`config.mk`:
```
export PLATFORM = sky130hd
export DESIGN_NAME = sfx_tx
export DESIGN_NICKNAME = d
export VERILOG_FILES = /design/src/rtl/sfx_pkg.sv /design/src/rtl/sfx_frame_build.sv /design/src/rtl/sfx_tick_timer.sv /design/src/rtl/sfx_tx.sv
export SDC_FILE = /design/constraint.sdc
export NUM_CORES = 1
export LEC_CHECK = 0
export CORE_MARGIN = 10
export CORE_UTILIZATION = 56
export DETAILED_ROUTE_END_ITERATION = 6
export PLACE_DENSITY_LB_ADDON = 0.08
export SETUP_SLACK_MARGIN = 0.3
export SYNTH_ARGS = -nofsm -noshare
export SYNTH_HDL_FRONTEND = slang
export SYNTH_SLANG_ARGS = --single-unit
export TNS_END_PERCENT = 1
```
`constraint.sdc`:
```
create_clock -name clk -period 3.08 [get_ports clk]
set_input_delay 0.462 -clock clk [delete_from_list [all_inputs] [get_ports clk]]
set_output_delay 0.462 -clock clk [all_outputs]
set_load 0.05 [all_outputs]
```
`src/rtl/sfx_pkg.sv`:
```
package sfx_pkg;

   // Widest data field the frame format allows.
   localparam int unsigned MAX_DATA = 8;
   // Start bit + data + extra bit + parity bit.
   localparam int unsigned FRAME_W  = 1 + MAX_DATA + 2;

   typedef enum logic [1:0] {
      ST_IDLE = 2'd0,
      ST_BITS = 2'd1,
      ST_STOP = 2'd2
   } tx_state_e;

   typedef enum logic [1:0] {
      PK_ODD   = 2'd0,
      PK_EVEN  = 2'd1,
      PK_MARK  = 2'd2,
      PK_SPACE = 2'd3
   } par_kind_e;

endpackage

```
`src/rtl/sfx_frame_build.sv`:
```
// Combinational frame composer: turns the word and mode into a bit vector
// (LSB leaves first), the number of timed bits and the stop length in ticks.
module sfx_frame_build #(
   parameter int unsigned OVS = 16,
   parameter int unsigned FW  = sfx_pkg::FRAME_W,
   parameter int unsigned NW  = $clog2(FW + 1),
   parameter int unsigned SW  = $clog2(2 * OVS + 1)
) (
   input  logic [7:0]    data,
   input  logic          extra,
   input  logic [1:0]    len_sel,
   input  logic [1:0]    par_kind,
   input  logic          par_en,
   input  logic          extra_en,
   input  logic          long_stop,
   output logic [FW-1:0] frame,
   output logic [NW-1:0] nbits,
   output logic [SW-1:0] stop_ticks
);
   import sfx_pkg::*;

   localparam int unsigned DW = MAX_DATA;

   logic [NW-1:0] dcnt;
   logic [DW-1:0] masked;
   logic          par_bit;

   assign dcnt = NW'(5) + NW'(len_sel);

   // Keep only the data bits that belong to the selected length.
   for (genvar j = 0; j < DW; j++) begin : g_mask
      assign masked[j] = data[j] & (dcnt > NW'(j));
   end

   always_comb begin
      unique case (par_kind_e'(par_kind))
         PK_ODD:   par_bit = ~(^masked);
         PK_EVEN:  par_bit = ^masked;
         PK_MARK:  par_bit = 1'b1;
         default:  par_bit = 1'b0;
      endcase
   end

   always_comb begin
      logic [NW-1:0] pos;
      frame    = '1;
      frame[0] = 1'b0;
      for (int k = 0; k < DW; k++) begin
         if (NW'(k) < dcnt) frame[k + 1] = data[k];
      end
      pos = dcnt + NW'(1);
      if (extra_en) begin
         frame[pos] = extra;
         pos        = pos + NW'(1);
      end
      if (par_en) begin
         frame[pos] = par_bit;
         pos        = pos + NW'(1);
      end
      nbits = pos;
   end

   always_comb begin
      if (!long_stop)        stop_ticks = SW'(OVS);
      else if (len_sel == 0) stop_ticks = SW'(OVS + OVS / 2);
      else                   stop_ticks = SW'(2 * OVS);
   end

endmodule

```
`src/rtl/sfx_tick_timer.sv`:
```
// Counts baud ticks up to a limit; expire marks the tick that ends the period.
module sfx_tick_timer #(
   parameter int unsigned TW = 6
) (
   input  logic          clk,
   input  logic          rst_n,
   input  logic          clr,
   input  logic          tick,
   input  logic [TW-1:0] lim,
   output logic          expire
);
   logic [TW-1:0] cnt;

   assign expire = tick && (cnt == lim - TW'(1));

   always_ff @(posedge clk) begin
      if (!rst_n)              cnt <= '0;
      else if (clr || expire)  cnt <= '0;
      else if (tick)           cnt <= cnt + TW'(1);
   end

endmodule

```
`src/rtl/sfx_tx.sv`:
```
module sfx_tx #(
   parameter int unsigned OVS = 16
) (
   input  logic       clk,
   input  logic       rst_n,
   input  logic       baud_tick_i,
   input  logic       start_i,
   input  logic [7:0] data_i,
   input  logic       extra_i,
   input  logic [1:0] len_sel_i,
   input  logic [1:0] par_kind_i,
   input  logic       par_en_i,
   input  logic       extra_en_i,
   input  logic       long_stop_i,
   output logic       txd_o,
   output logic       busy_o,
   output logic       done_o
);
   import sfx_pkg::*;

   localparam int unsigned FW = FRAME_W;
   localparam int unsigned NW = $clog2(FW + 1);
   localparam int unsigned SW = $clog2(2 * OVS + 1);

   // A 1.5-bit stop period needs an even oversampling ratio.
   if (OVS < 4 || (OVS % 2) != 0) begin : g_bad_ovs
      $error("sfx_tx: OVS must be even and at least 4");
   end

   tx_state_e     state;
   logic [FW-1:0] shreg;
   logic [NW-1:0] left;
   logic [SW-1:0] stop_q;
   logic          done_q;

   logic [FW-1:0] frame_w;
   logic [NW-1:0] nbits_w;
   logic [SW-1:0] stop_w;
   logic          accept;
   logic          expire;
   logic [SW-1:0] lim;

   assign accept = start_i && (state == ST_IDLE);
   assign lim    = (state == ST_STOP) ? stop_q : SW'(OVS);

   sfx_frame_build #(
      .OVS (OVS),
      .FW  (FW),
      .NW  (NW),
      .SW  (SW)
   ) build_i (
      .data       (data_i),
      .extra      (extra_i),
      .len_sel    (len_sel_i),
      .par_kind   (par_kind_i),
      .par_en     (par_en_i),
      .extra_en   (extra_en_i),
      .long_stop  (long_stop_i),
      .frame      (frame_w),
      .nbits      (nbits_w),
      .stop_ticks (stop_w)
   );

   sfx_tick_timer #(
      .TW (SW)
   ) timer_i (
      .clk    (clk),
      .rst_n  (rst_n),
      .clr    (accept),
      .tick   (baud_tick_i),
      .lim    (lim),
      .expire (expire)
   );

   always_ff @(posedge clk) begin
      if (!rst_n) begin
         state  <= ST_IDLE;
         shreg  <= '1;
         left   <= '0;
         stop_q <= '0;
         done_q <= 1'b0;
      end else begin
         done_q <= 1'b0;
         unique case (state)
            ST_IDLE: begin
               if (accept) begin
                  shreg  <= frame_w;
                  left   <= nbits_w;
                  stop_q <= stop_w;
                  state  <= ST_BITS;
               end
            end
            ST_BITS: begin
               if (expire) begin
                  shreg <= {1'b1, shreg[FW-1:1]};
                  left  <= left - NW'(1);
                  if (left == NW'(1)) state <= ST_STOP;
               end
            end
            ST_STOP: begin
               if (expire) begin
                  state  <= ST_IDLE;
                  done_q <= 1'b1;
               end
            end
            default: state <= ST_IDLE;
         endcase
      end
   end

   assign txd_o  = (state == ST_BITS) ? shreg[0] : 1'b1;
   assign busy_o = (state != ST_IDLE);
   assign done_o = done_q;

endmodule

```
Yosys cells after proc, flatten, opt, wreduce, memory -nomap -nowiden:

Cells that the tools add are included.

* flip-flop bits (word level): 30
* input bits: 20
* output and inout port bits: 3

* muxes and demuxes: 35
* add/subtract/negate cells: 7
* bitwise logic cells: 10
* eq/ne operators: 10
* magnitude comparators: 20
* reduce and logical (&&, ||, !) cells: 16

Operators by type and width (number)
* $mux 11: 4
* $bwmux 11: 2
* $pmux 11 s2: 1
* $mux 6: 3
* $gt 4x3->1 const B: 4
* $lt 3x4->1 const A: 4
* $mux 4: 4
* $add 4x1->4 const B: 3
* $mux 1: 12
* $lt 4x5->1 const B: 2
* $and 1x1->1: 8
* $demux 1 s4: 2
* $ge 4x1->1 const B: 2
* $gt 4x1->1 const B: 2
* $gt 4x2->1 const B: 2
* $lt 1x4->1 const A: 2
* $lt 2x4->1 const A: 2
* $mux 2: 4
* $pmux 4 s2: 1
* $reduce_xor 8->1: 1
* $add 6x1->6 const B: 1
* $eq 6x6->1: 1
* $logic_not 2->1: 3
* $ne 2x1->1 const B: 3
* other kinds (17): 25

Depth between registers and ports, before layout:

Gate-level depths: netlist of the first run.

* depth after elaboration: 12
* mapped depth: 11
* mapped depth without buffers: 10

By module:

A second synthesis of the first run with hierarchy kept.

* cells, all modules: 300
* area total of the unflattened synthesis: 2488.6 µm²

By module, submodules not included
* sfx_tx: seq. area each 480.5 µm², cells an instance 132, area each 1167.4 µm², instances 1
* sfx_frame_build: seq. area each 0.0 µm², cells an instance 116, area each 845.8 µm², instances 1
* sfx_tick_timer: seq. area each 120.1 µm², cells an instance 52, area each 475.5 µm², instances 1

Worst setup path after synthesis of the first run:

Ideal clock, no wire load.

* path type: input -> register
* start point: input len_sel_i[0]
* end point: register shreg[2]
* cell stages on the path: 11
* required time: 2.939 ns
* path slack: 0.768 ns
* arrival: 2.171 ns
* cells stage by stage: inv_1 ha_1 buf_6 nor3b_2 xnor2_1 xnor3_1 nor2_2 xnor2_2 buf_6 a41oi_1 o211ai_1

* cells in the longest elaborated chain, start to end: 12
* elaborated cells on any way between the ends: 41

Ends and longest elaborated chain
* start: declaration: line sfx_tx.sv:10 `input logic [1:0] len_sel_i,`
* $add 3x2->4 (*): line sfx_frame_build.sv:28 `assign dcnt = NW'(5) + NW'(len_sel);`
* $add 4x1->4: line sfx_frame_build.sv:51 `pos = dcnt + NW'(1);`
* $add 4x1->4 (tied with other cells): line sfx_frame_build.sv:54 `pos = pos + NW'(1);`
* $mux 4 / $logic_and 1x1->1 (equally long branches): line sfx_frame_build.sv:52, sfx_frame_build.sv:53
* $lt 4x5->1 (implied by the code) (tied with other cells): line sfx_frame_build.sv:57 `frame[pos] = par_bit;`
* $logic_and 1x1->1 (implied by the code) / $demux 1 s4 (equally long branches)
* $mux 1 (implied by the code) / $bwmux 11 (equally long branches): line sfx_frame_build.sv:57, sfx_frame_build.sv:53
* $demux 1 s4 / $mux 11 (equally long branches)
* $bwmux 11: line sfx_frame_build.sv:57
* $mux 11 (*): line sfx_frame_build.sv:56 `if (par_en) begin`
* $mux 11 (*): line sfx_tx.sv:86 `if (accept) begin`
* $pmux 11 s2 (*): line sfx_tx.sv:84 `unique case (state)`
* end signal: assignment: line sfx_tx.sv:87 `shreg <= frame_w;`
* end signal: assignment: line sfx_tx.sv:95 `shreg <= {1'b1, shreg[FW-1:1]};`
* end: declaration: line sfx_tx.sv:31 `logic [FW-1:0] shreg;`

Mark *: on every way between the ends. The rest lies on a longest branch, timed or not. The select of a mux whose other input is x is not followed.
A chain may end at the register's enable or synchronous reset.

Final worst setup path of the first run:

* start point: input len_sel_i[1]
* end point: register shreg[3]

The elaborated chain is that of the path after synthesis.

==> impl_results.md, run 1 <==
* Mux contribution to synthesized area at 0.0206
* Syn-to-layout area delta at 15.4%
* Most common cell after layout, fill and taps aside: nand2_1
* Antenna-violating nets left at 0
* Row cnt at 21
* Setup Crit Path Kind: in2reg
* Compound-Gate Fraction of Synth Area at 0.202
* Max-Cap Viols at 0
* Routed WL at 4360 um
* Grt total ovfl at 0
* Vias in the first global route at 1690
* Clock power frac at 0.193
* Drt pass-1 iters at 4
* Largest family of logic cells by synthesized area: simple AND/OR/NAND/NOR gates
* Relative slew slack at 0.443
* DRC errors left at 0
* Min-delay worst type: reg2reg
* CTS H-tree lvls at 1
* Final instance count without filler cells at 320
* Final period util at 0.858
* Placer Congestion at 0.891
* Post-Route Utilization at 0.682
* Adder-cell share of the synthesized area at 0.0999
* Layer with the highest usage: met2
* Netlist Area Pre-Place at 2000 um2
* Top FF cell, synth: dfxtp_1
* Initial Util at 0.591
* Pint at 0.000546 W
* Synth Instances at 255
* Commonest cells after routing, fill and taps aside: 34 x nand2_1, 27 x dfxtp_1, 25 x o21ai_0, 22 x clkdlybuf4s50_1, 21 x nor2_1
* Initial DRC Count at 136
* DR vias/cell at 5.52
* Initial antenna violation count at 0
* Global Route met2 Usage at 0.218
* Hold_sp: shreg[7]
* EDFF count, synth at 0
* # diodes at 0
* NumNets Final at 311
* Drt wl/cell at 13.6 um
* Critical Path RT at 3.27 ns
* Peak VDD IR at 0.245 mV
* Die area at 6370 um2
* Crit path from: len_sel_i[1]
* Syn avg cell area at 7.86 um2
* Logic pwr share at 0.333
* Status: finished clean
* Crit-path cells: clkdlybuf4s50_1, inv_1, ha_1, nor3b_2, xnor2_1, xnor3_1, nor2_2, xnor2_4, a41oi_1, o211ai_1
* Core area at 3390 um2
* Switching portion of total power at 0.333
* Mapped Nets at 291
* I/O Buffers at 22
* Slew Limit Fails at 0
* Total number of vias at 1765
* Pin count of the biggest net entering global routing at 26
* Worst EP arrival at 2.83 ns
* Met3 usage at 0.0293
* Worst r2r src: state[1]
* Register area share after synthesis at 0.270
* Setup TNS at 0 ns
* CP startpoint kind: primary input
* Pleak at 0.890 nW
* Worst Path Max Fanout at 11
* Layout cell share with drive strength beyond 1 at 0.0693
* CTS root buf: clkbuf_4
* Final Setup Violations at 0
* Clk pin slew, worst setup/hold paths at 0.15 ns
* CP max stage delay at 0.53 ns
* Synth Area in Simple Gates at 0.251
* HPWL Detailed at 3430 um
* Seq cells post-synth at 27
* Clk sink count at 27
* Total track usage at 0.145
* Worst Tran Pin Value at 0.833 ns
* RSZ-0062 raised after global routing: true
* Die X-Extent at 79.8 um
* Min Tclk post-route at 2.64 ns
* Clk Latency, worst-skew pair at 0.33 ns
* Largest buffer count on any clock path at 2
* Yosys warnings at 0
* Worst hold slack at 0.491 ns
* Yosys cell types at 44
* Fin Clk Skew at 0.0133 ns
* CTS buffer count at 3
* Slowest CP cell: clkdlybuf4s50_1
* XOR/XNOR share of the synthesized area at 0.106
* CP Capture Type: register
* Fillers at 299
* Global-route wire length before repair at 7770 um
* Final hold violations at 0
* FFs w/ async S/R, synth at 0
* Inst Count DP at 316
* F_max at 378 MHz
* Met1 Resource Use GR at 0.207
* Pwr per Cell Area at 354 nW/um2
* Total power at 0.000818 W
* CTS tree: yes
* IO Count at 23
* Register share of total power at 0.475
* Switching power at 0.000272 W
* Die Y at 79.8 um
synth_stat cells, drive strengths merged, types with 5 or more instances:
cell type  count  area, um2
a21oi          9       45.0
a41oi          5       43.8
clkbuf        10       37.5
dfxtp         27        541
ha            16        200
inv            8       30.0
nand2         34        128
nand3          9       45.0
nor2          22       85.1
nor2b         11       68.8
o211ai         6       45.0
o21ai         26        130
xnor2         13        129
xor2           7       61.3
layout make-up:
class / count / area [um2] / share of cell area
multi-input cells: 206 / 1380 / 0.597
flip-flops and latches: 27 / 541 / 0.234
repair buffers: 29 / 273 / 0.118
well taps: 46 / 57.6 / 0.0249
inverters: 8 / 30.0 / 0.0130
clock buffers: 3 / 22.5 / 0.00974
clock inverters: 1 / 7.51 / 0.00325
timing repair:
action | CTS | global route
setup buffers | 0 | 0
hold buffers | 0 | 0
setup endpoints to repair | 0 | 8
resized for setup | 0 | 3
flip-flops by register name, indices dropped and copies added, names as in the netlist:
signal and flops:
shreg 11, timer_i.cnt 6, left 4, stop_q 3
state 2, done_o 1
per-stage QoR:
stage                     setup WS [ns]  cell area, um2
after floorplan                   0.768            2000
after global routing              0.289            2310
after detailed placement         0.0639            2260
after CTS                         0.424            2290
after global placement            0.190            2260
final                             0.437            2310
critical path: cells and delay by family:
family          cells  cell delay [ns]
compound gates      2             0.39
simple gates        2             0.40
fa+ha+maj           1             0.22
buf+inv             2             0.64
xor+xnor            3             0.72
path summary, 6_finish.rpt:
check	end	cells after the start	slack (ns)
setup / recovery	shreg[3]	10	0.44
hold / removal	shreg[7]	2	0.49
setup reg to reg	shreg[10]	10	0.60
hold reg to reg	shreg[7]	2	0.49
metal layers:
metal / routed length [um] / vias up
met4: 39 / 0
met1: 2230 / 791
li1: - / 934
met2: 1890 / 36
met3: 205 / 4
met5: 0 / -
cell families (layout without fill, tap and decap cells):
group | Yosys count | after routing
AND/OR/NAND/NOR | 102 | 102
AO/OA/AOI/OAI | 63 | 63
flip-flops | 27 | 27
buffers and inverters | 22 | 41
XOR/XNOR | 21 | 21
adder cells (fa/ha/maj) | 16 | 16
multiplexers | 4 | 4
power by group through the flow:
| stage | clock network (W) | registers [W] | logic, W |
|---|---|---|---|
| 6_report | 0.000158 | 0.000388 | 0.000272 |
| 5_1_grt | 0.000178 | 0.000392 | 0.000309 |
| 4_1_cts | 0.000163 | 0.000388 | 0.000265 |
| 3_5_place_dp | 0 | 0.000396 | 0.000264 |
| 3_3_place_gp | 0 | 0.000395 | 0.000262 |
| 2_1_floorplan | 0 | 0.000391 | 0.000196 |
No activity file was read; power rests on OpenSTA's default activity.
==> inputs of run 2 (changes only) <==
Settings changed: CORE_UTILIZATION 56 to 51.
Clock period 3.08 ns to 2.2 ns, I/O delays scaled along.
==> run 2 against run 1 <==
  * The run now ends with negative setup slack left
  * Sequential cell count unchanged
  * Die area increased by 7.3%
  * Worst hold slack got worse by 0.00074 ns
  * Total power increased by 64%
  * Largest power group unchanged
  * Sequential share of layout area decreased by 4.0 points
  * Global-route usage increased by 2.4 points
  * Clock power increased by 87%
  * Non-clock buffer count increased by 39
  * Clock skew decreased by 0.010 ns
  * Utilization increased by 7.0 points
  * Critical path depth increased by 1
==> impl_results.md, run 2 (synthesized netlist as in run 1, its figures left out) <==
* Status: finished, violations left
* Failing checks: negative setup slack
* Grt total ovfl at 0 (unchanged)
* CTS root buf: clkbuf_8
* I/O Buffers at 22 (unchanged)
* Setup Crit Path Kind: reg2reg
* Total track usage at 0.169 (+0.0238)
* Most flop-heavy register: shreg
* Worst Tran Pin Value at 0.664 ns (-0.169 ns)
* Antenna-violating nets left at 0 (unchanged)
* F_max at 448 MHz
* Largest buffer count on any clock path at 2 (unchanged)
* Critical Path RT at 2.37 ns (-0.90 ns)
* Worst EP arrival at 2.41 ns (-0.42 ns)
* Die area at 6830 um2 (+7.3%)
* Core area at 3720 um2 (+9.6%)
* RSZ-0062 raised after global routing: true
* Final Setup Violations at 4 (+4)
* Met1 Resource Use GR at 0.239 (+0.0320)
* Row cnt at 22 (+4.8%)
* Die X-Extent at 82.7 um (+3.6%)
* Clk pin slew, worst setup/hold paths at 0.10 ns (-0.05 ns)
* Total power at 0.00134 W (+64%)
* Pwr per Cell Area at 481 nW/um2 (+36%)
* Layout cell share with drive strength beyond 1 at 0.264 (+0.195)
* IO Count at 23 (unchanged)
* Hold Buf Count CTS at 0 (unchanged)
* Min-delay worst type: reg2reg
* Syn-to-layout area delta at 39.6%
* Setup TNS at -0.0926 ns (-0.0926 ns)
* Relative slew slack at 0.557 (+0.114)
* Max reg flops at 11 (unchanged)
* HPWL Detailed at 4070 um (+19%)
* Worst r2r src: state[1]
* Pin count of the biggest net entering global routing at 20 (-23%)
* CP startpoint kind: register
* Final instance count without filler cells at 362 (+13%)
* Global-route wire length before repair at 9230 um (+19%)
* Die Y at 82.7 um (+3.6%)
* Layer with the highest usage: met2
* Drt pass-1 iters at 6 (+2)
* Global Route met2 Usage at 0.262 (+0.0439)
* CTS tree: yes
* CTS buffer count at 3 (unchanged)
* Fin Clk Skew at 0.00299 ns (-0.0103 ns)
* Routed WL at 5620 um (+29%)
* Clk Latency, worst-skew pair at 0.28 ns (-0.05 ns)
* Crit path from: state[1]
* Most common cell after layout, fill and taps aside: buf_4
* Met3 usage at 0.0238 (-0.00552)
* # diodes at 0 (unchanged)
* Pleak at 1.16 nW (+30%)
* Final hold violations at 0 (unchanged)
* Slew Limit Fails at 0 (unchanged)
* Final WS setup at -0.0331 ns (-0.470 ns)
* Max-Cap Viols at 0 (unchanged)
* Initial DRC Count at 196 (+44%)
* Initial Util at 0.539 (-0.0519)
* DR vias/cell at 5.62 (+1.9%)
* DRC errors left at 0 (unchanged)
* Commonest cells after routing, fill and taps aside: 43 x buf_4, 32 x nand2_1, 25 x dfxtp_1, 23 x o21ai_0, 18 x nor2_1
* Total number of vias at 2034 (+15%)
* Pre-CTS setup slack at -0.589 ns (-0.653 ns)
* CTS H-tree lvls at 1 (unchanged)
* Drt wl/cell at 15.5 um (+14%)
* Min Tclk post-route at 2.23 ns
* Clk sink count at 27 (unchanged)
* Hold_sp: shreg[8]
* Vias in the first global route at 1928 (+14%)
* NumNets Final at 351 (+13%)
* Final period util at 1.02
* CP Capture Type: register
* Inst Count DP at 350 (+11%)
* Biggest regs: shreg (11), timer_i.cnt (6), left (4)
* Placer Congestion at 0.861 (-3.4%)
* Initial antenna violation count at 0 (unchanged)
* Worst Path Max Fanout at 5 (-6)
* Peak VDD IR at 0.292 mV (+19%)
run 2: cell types whose count changed in the layout (fill, tap and decap cells not counted), moves of 3 or more:
cell             change
nor2_1               -3
clkdlybuf4s50_1      -5
clkbuf_8             +3
buf_2                +3
a41oi_2              +4
buf_6                +3
buf_4               +36
clkbuf_4             -3
a41oi_1              -4
run 2: worst max-delay path, stage by stage (launching register included):
cell	delay [ns]
dfxtp_2	0.34
nor2b_4	0.17
nor2b_4	0.17
ha_4	0.21
xnor2_2	0.13
nor2_2	0.19
a41oi_2	0.16
or2_1	0.26
buf_6	0.14
buf_6	0.12
a221oi_2	0.17
o21ai_1	0.08
run 2: routing by layer:
metal	wire, um	vias up
met4	83	0
met5	0	-
met3	368	10
met2	2610	89
met1	2560	918
li1	-	1017
run 2: power breakdown:
group / switching (W) / internal [W]
sequential: 0.0000243 / 0.000521
combinational: 0.000266 / 0.000239
clock: 0.000167 / 0.000127
run 2: area by class of cell:
type | count | area (um2)
repair buffers | 68 | 563
clock buffers | 3 | 41.3
clock inverters | 1 | 5.00
fillers | 279 | 920
multi-input cells | 207 | 1550
inverters | 8 | 35.0
flip-flops and latches | 27 | 543
well taps | 48 | 60.1
run 2: through the flow:
stage	util	hold WS, ns	area [um2]
2_1_floorplan	-	0.445	2070
3_3_place_gp	0.688	0.461	2550
3_5_place_dp	0.688	0.469	2550
4_1_cts	0.735	0.487	2730
5_1_grt	0.753	0.514	2800
6_report	0.753	0.490	2800
run 2: path summary, 6_finish.rpt:
path | endpoint | slack, ns | depth (start not counted)
hold / removal | shreg[8] | 0.49 | 2
setup / recovery | shreg[0] | -0.03 | 11
hold reg to reg | shreg[8] | 0.49 | 2
setup reg to reg | shreg[0] | -0.03 | 11
run 2: what timing repair did:
action | 4_1_cts | 5_1_grt
gates resized for setup | 25 | 12
pin swaps | 15 | 7
gates cloned | 2 | 0
buffers inserted | 3 | 3
setup endpoints to repair | 25 | 25
